<file path="src/rtl/i2cst_pkg.sv">
package i2cst_pkg;
  localparam int CODE_W = 5;
  localparam int LOW_W  = 3;
  localparam int STAT_W = CODE_W + LOW_W;
  localparam logic [CODE_W-1:0] CODE_IDLE = '1;
  localparam logic [CODE_W-1:0] CODE_BERR = '0;

  typedef enum logic [1:0] {
    MD_MTX = 2'd0,
    MD_MRX = 2'd1,
    MD_SRX = 2'd2,
    MD_STX = 2'd3
  } mode_e;

  typedef struct packed {
    logic berr;
    logic start;
    logic rstart;
    logic addr;
    logic ack;
    logic arb;
    logic gcall;
    logic stop;
    logic last;
  } cond_t;

  function automatic logic [CODE_W-1:0] st_code(input int n);
    return CODE_W'(n);
  endfunction

  function automatic logic [CODE_W-1:0] st_encode(input mode_e m, input cond_t c);
    logic [CODE_W-1:0] r;
    if (c.berr) begin
      r = CODE_BERR;
    end else begin
      unique case (m)
        MD_MTX, MD_MRX: begin
          if (c.start)       r = st_code(1);
          else if (c.rstart) r = st_code(2);
          else if (c.arb)    r = st_code(7);
          else if (m == MD_MTX)
            r = c.addr ? (c.ack ? st_code(3) : st_code(4))
                       : (c.ack ? st_code(5) : st_code(6));
          else
            r = c.addr ? (c.ack ? st_code(8) : st_code(9))
                       : (c.ack ? st_code(10) : st_code(11));
        end
        MD_SRX: begin
          if (c.stop)      r = st_code(20);
          else if (c.addr) r = c.gcall ? (c.arb ? st_code(15) : st_code(14))
                                       : (c.arb ? st_code(13) : st_code(12));
          else             r = c.gcall ? (c.ack ? st_code(18) : st_code(19))
                                       : (c.ack ? st_code(16) : st_code(17));
        end
        default: begin
          if (c.addr)      r = c.arb ? st_code(22) : st_code(21);
          else if (c.last) r = st_code(25);
          else             r = c.ack ? st_code(23) : st_code(24);
        end
      endcase
    end
    return r;
  endfunction

  function automatic logic [STAT_W-1:0] st_byte(input logic [CODE_W-1:0] code);
    return {code, LOW_W'(0)};
  endfunction
endpackage

</file>
<file path="src/rtl/i2cst_encoder.sv">
module i2cst_encoder
  import i2cst_pkg::*;
(
  input  mode_e             mode,
  input  cond_t             cond,
  output logic [CODE_W-1:0] code
);
  always_comb code = st_encode(mode, cond);
endmodule

</file>
<file path="src/rtl/i2cst_hold.sv">
module i2cst_hold
  import i2cst_pkg::*;
(
  input  logic              clk,
  input  logic              rst_n,
  input  logic              enable,
  input  logic              raise,
  input  logic              sw_clear,
  input  logic [CODE_W-1:0] code_in,
  output logic [CODE_W-1:0] code_q,
  output logic              irq_q,
  output logic              cap_fire,
  output logic              clr_fire
);
  assign cap_fire = enable && raise && !irq_q;
  assign clr_fire = irq_q && (sw_clear || !enable);

  always_ff @(posedge clk) begin
    if (!rst_n) begin
      irq_q  <= 1'b0;
      code_q <= CODE_IDLE;
    end else if (clr_fire) begin
      irq_q  <= 1'b0;
      code_q <= CODE_IDLE;
    end else if (cap_fire) begin
      irq_q  <= 1'b1;
      code_q <= code_in;
    end
  end
endmodule

</file>
<file path="src/rtl/i2cst_status_reg.sv">
module i2cst_status_reg
  import i2cst_pkg::*;
(
  input  logic              clk,
  input  logic              rst_n,
  input  logic              enable,
  input  logic [1:0]        mode,
  input  logic              bus_err,
  input  logic              st_sent,
  input  logic              rst_sent,
  input  logic              addr_ph,
  input  logic              ack,
  input  logic              arb_lost,
  input  logic              gen_call,
  input  logic              stop_rx,
  input  logic              last_byte,
  input  logic              raise,
  input  logic              sw_clear,
  output logic [STAT_W-1:0] status_byte,
  output logic              irq_flag
);
  cond_t             cond;
  logic [CODE_W-1:0] code_now;
  logic [CODE_W-1:0] code_held;
  logic              cap_fire;
  logic              clr_fire;

  always_comb begin
    cond.berr   = bus_err;
    cond.start  = st_sent;
    cond.rstart = rst_sent;
    cond.addr   = addr_ph;
    cond.ack    = ack;
    cond.arb    = arb_lost;
    cond.gcall  = gen_call;
    cond.stop   = stop_rx;
    cond.last   = last_byte;
  end

  i2cst_encoder u_enc (
    .mode (mode_e'(mode)),
    .cond (cond),
    .code (code_now)
  );

  i2cst_hold u_hold (
    .clk      (clk),
    .rst_n    (rst_n),
    .enable   (enable),
    .raise    (raise),
    .sw_clear (sw_clear),
    .code_in  (code_now),
    .code_q   (code_held),
    .irq_q    (irq_flag),
    .cap_fire (cap_fire),
    .clr_fire (clr_fire)
  );

  assign status_byte = st_byte(code_held);
endmodule

</file>
<file path="config.mk">
export PLATFORM = sky130hd
export DESIGN_NAME = i2cst_status_reg
export DESIGN_NICKNAME = d
export VERILOG_FILES = /design/src/rtl/i2cst_pkg.sv /design/src/rtl/i2cst_encoder.sv /design/src/rtl/i2cst_hold.sv /design/src/rtl/i2cst_status_reg.sv
export SDC_FILE = /design/constraint.sdc
export NUM_CORES = 1
export LEC_CHECK = 0
export CAP_MARGIN = 10
export CORE_AREA = 2 2 39 41
export DETAILED_ROUTE_END_ITERATION = 16
export DIE_AREA = 0 0 41 43
export DONT_BUFFER_PORTS = 1
export GPL_TIMING_DRIVEN = 0
export PLACE_DENSITY = 0.62
export SLEW_MARGIN = 20
export SYNTH_ARGS = -nofsm -noshare
export SYNTH_HDL_FRONTEND = slang
export SYNTH_SLANG_ARGS = --single-unit
</file>
<file path="constraint.sdc">
create_clock -name clk -period 3 [get_ports clk]
set_input_delay 0.45 -clock clk [delete_from_list [all_inputs] [get_ports clk]]
set_output_delay 0.45 -clock clk [all_outputs]
set_load 0.05 [all_outputs]
</file>
==> results.py <==
metrics = {
    "critical_path": {
        "critPathTopFamily": "simple AND/OR/NAND/NOR gates",
        "crit_path_end_kind": "flip-flop",
        "crit_slowest_cell": "dfxtp_1",
        "cp-start-kind": "flip-flop",
        "critPathRequiredTime_ps": 3160,
        "critPathKind": "reg2reg",
        "cp_common_cell": "o221ai_1",
        "cp_num_buf_inv": 0,
        "cpPeakStageDelay_ps": 500,
        "cp_max_fo": 6,
        "arrival_ps": 1670,
        "path_cells": "nand3b_1 -> nor2_1 -> o221ai_1 -> o221ai_1",
    },
    "grt": {
        "grt_pass1_wl_um": 1593,
        "busiest_layer": "met2",
        "grt_max_degree": 10,
        "track_usage": 0.1377,
        "grt_util_met2": 0.2156,
        "grt_use_met3": 0.05236,
        "grt_pass1_vias": 412,
        "met1_usage": 0.1387,
        "gr-total-overflow": 0,
        "antenna_found_initial": 0,
    },
    "sta": {
        "relSlewSlack": 0.6058,
        "clock.fmax_mhz": 661.8,
        "hold_viol_final": 0,
        "skew_ps": 0.6095,
        "finalSetupTns_ps": 0,
        "slew_viol_final": 0,
        "hold_ws_ps": 280.4,
        "finalSetupViolCount": 0,
        "period_share": 0.5037,
        "tightest_slew_ps": 590.5,
        "fin_crit_ps": 1511,
        "rsz0062_at_grt": "no",
    },
    "synthesis": {
        "syn_area_um2": 489.2,
        "ys_ff_latch": 6,
        "postSynthCellCount": 61,
        "synth_edf_count": 0,
        "netlist.area_leader.share": 0.2455,
        "yosysUniqueCellTypes": 34,
        "yosys_warnings": 0,
        "ys_top_cells_by_area": "dfxtp_1, o211ai_2, buf_4",
        "synthArstFlopShare": 0,
        "synth_common_cells": "dfxtp_1, nor2_1, a21oi_1",
        "avgSynthCellArea_um2": 8.020,
        "yosysTopAreaCell": "dfxtp_1",
        "seq_area_frac_synth": 0.2455,
        "synthFlopType": "dfxtp_1",
    },
    "die": {
        "die-area_um2": 1763,
        "num_rows": 14,
        "io_pins": 25,
        "die_h_um": 43,
        "die_x_um": 41,
        "initial_core_util": 0.3535,
        "coreArea_um2": 1384,
    },
    "clock_network": {
        "root_buffer": "clkbuf_4",
        "cts_tree": "yes",
        "h-tree-depth": 1,
        "postCtsSetupRepairBufs": 0,
        "clk_pin_slew_worst_paths_ps": 40,
        "clockBufferDepth": 2,
        "clkLatencyLatePin_ps": 240,
        "ctsResizeCount": 0,
        "numCtsBuffers": 3,
        "cts.sinks": 6,
        "cts_hold_buffers": 0,
    },
    "routing": {
        "vias": 446,
        "route.detailed.wl_per_inst_um": 12.74,
        "drt-initial-drc-count": 2,
        "first_pass_iters": 4,
        "totalWireLength_um": 1045,
        "route.detailed.drc": 0,
        "vias_per_cell": 5.439,
        "ant_nets": 0,
    },
    "pwr": {
        "p_leak_nw": 0.2098,
        "power_density_nw_per_um2": 420.0,
        "peakVddDrop_mv": 0.1584,
    },
    "cells_and_area": {
        "num_antenna_cells": 0,
        "nNetsFinal": 85,
        "drive_above_1_share": 0.2121,
        "area_growth_pct": 10.23,
    },
    "placement": {
        "dp_hpwl_um": 880.6,
        "portBuffers": 0,
        "place.gp.congestion": 0.7439,
    },
    "job": {
        "drv_cap": 0,
    },
    "run_status": {
        "outcome": "completed",
    },
    "hold_path": {
        "min_path_type": "in2reg",
    },
}
per-layer routing:
layer | vias to the layer above | wire length [um]
met5 | - | 0
met1 | 200 | 408
met3 | 2 | 95
met4 | 0 | 9
li1 | 230 | -
met2 | 14 | 531
layout by cell type, fill, tap and decap left out:
cell and count:
mux2i_1 1, nand3_1 3, nor3b_2 1, nor2_1 6, and2_1 1, ha_1 1, conb_1 3, nand2_2 1
a211o_1 1, a21oi_1 4, or2_0 1, o221ai_1 2, o21bai_1 1, dfxtp_1 6, o311ai_1 1, a221oi_2 1
o21ai_1 2, buf_2 1, or2_2 1, o21a_1 2, or3b_1 1, inv_1 2, o211ai_2 2, o31a_1 1
clkbuf_4 3, and3_1 1, xor2_1 1, nor3b_1 1, nand2b_1 2, nand2_1 3, o21ai_0 3, o211ai_1 1
buf_4 3, nand3b_1 1, and3_4 1
flip-flops by register name, indices dropped and copies added (netlist names):
register	flops
u_hold.code_q	5
u_hold.irq_q	1
power breakdown:
group          total, mW  switching, mW  internal (mW)  leakage (nW)
sequential         0.110         0.0239         0.0858        0.0496
clock             0.0703         0.0253         0.0450        0.0138
combinational     0.0465         0.0254         0.0211         0.146
worst paths after layout:
check                                                   start                       endpoint  slack (ps)  cells past startpoint
worst max-delay path                u_hold.irq_q$_SDFFE_PP0P_  u_hold.code_q[0]$_SDFFE_PP1P_        1490                      4
worst min-delay path                                    rst_n  u_hold.code_q[3]$_SDFFE_PP1P_         280                      1
worst max register to register      u_hold.irq_q$_SDFFE_PP0P_  u_hold.code_q[0]$_SDFFE_PP1P_        1490                      4
worst min register to register  u_hold.code_q[0]$_SDFFE_PP1P_  u_hold.code_q[0]$_SDFFE_PP1P_         810                      2
final cells by class:
| cell class | instances | area [um2] |
|---|---|---|
| fill | 161 | 844.6 |
| clock buffer | 3 | 22.52 |
| multi-input combinational | 51 | 341.6 |
| sequential | 6 | 120.1 |
| inverter | 2 | 7.507 |
| buffer | 4 | 27.53 |
| tap | 16 | 20.02 |
logic make-up after synthesis:
logic type | count (synthesis) | share of synthesized area
adder cells (fa/ha/maj) | 1 | 0.02557
XOR/XNOR | 1 | 0.01791
other | 1 | 0.007665
flip-flops | 6 | 0.2455
AO/OA/AOI/OAI | 21 | 0.3248
buffers and inverters | 6 | 0.07160
multiplexers | 1 | 0.02046
AND/OR/NAND/NOR | 24 | 0.2865
stage by stage:
| step | total power [mW] | utilization | instances | cell area (um2) | worst slack (ps) |
|---|---|---|---|---|---|
| after floorplan | 0.1518 | - | 63 | 496.7 | 1613 |
| after global placement | 0.1571 | 0.3734 | 79 | 516.7 | 1502 |
| after detailed placement | 0.1578 | 0.3734 | 79 | 516.7 | 1481 |
| after CTS | 0.2303 | 0.3897 | 82 | 539.3 | 1487 |
| after global routing | 0.2442 | 0.3897 | 82 | 539.3 | 1361 |
| final | 0.2265 | 0.3897 | 82 | 539.3 | 1489 |
(Power assumes the default switching activity.)
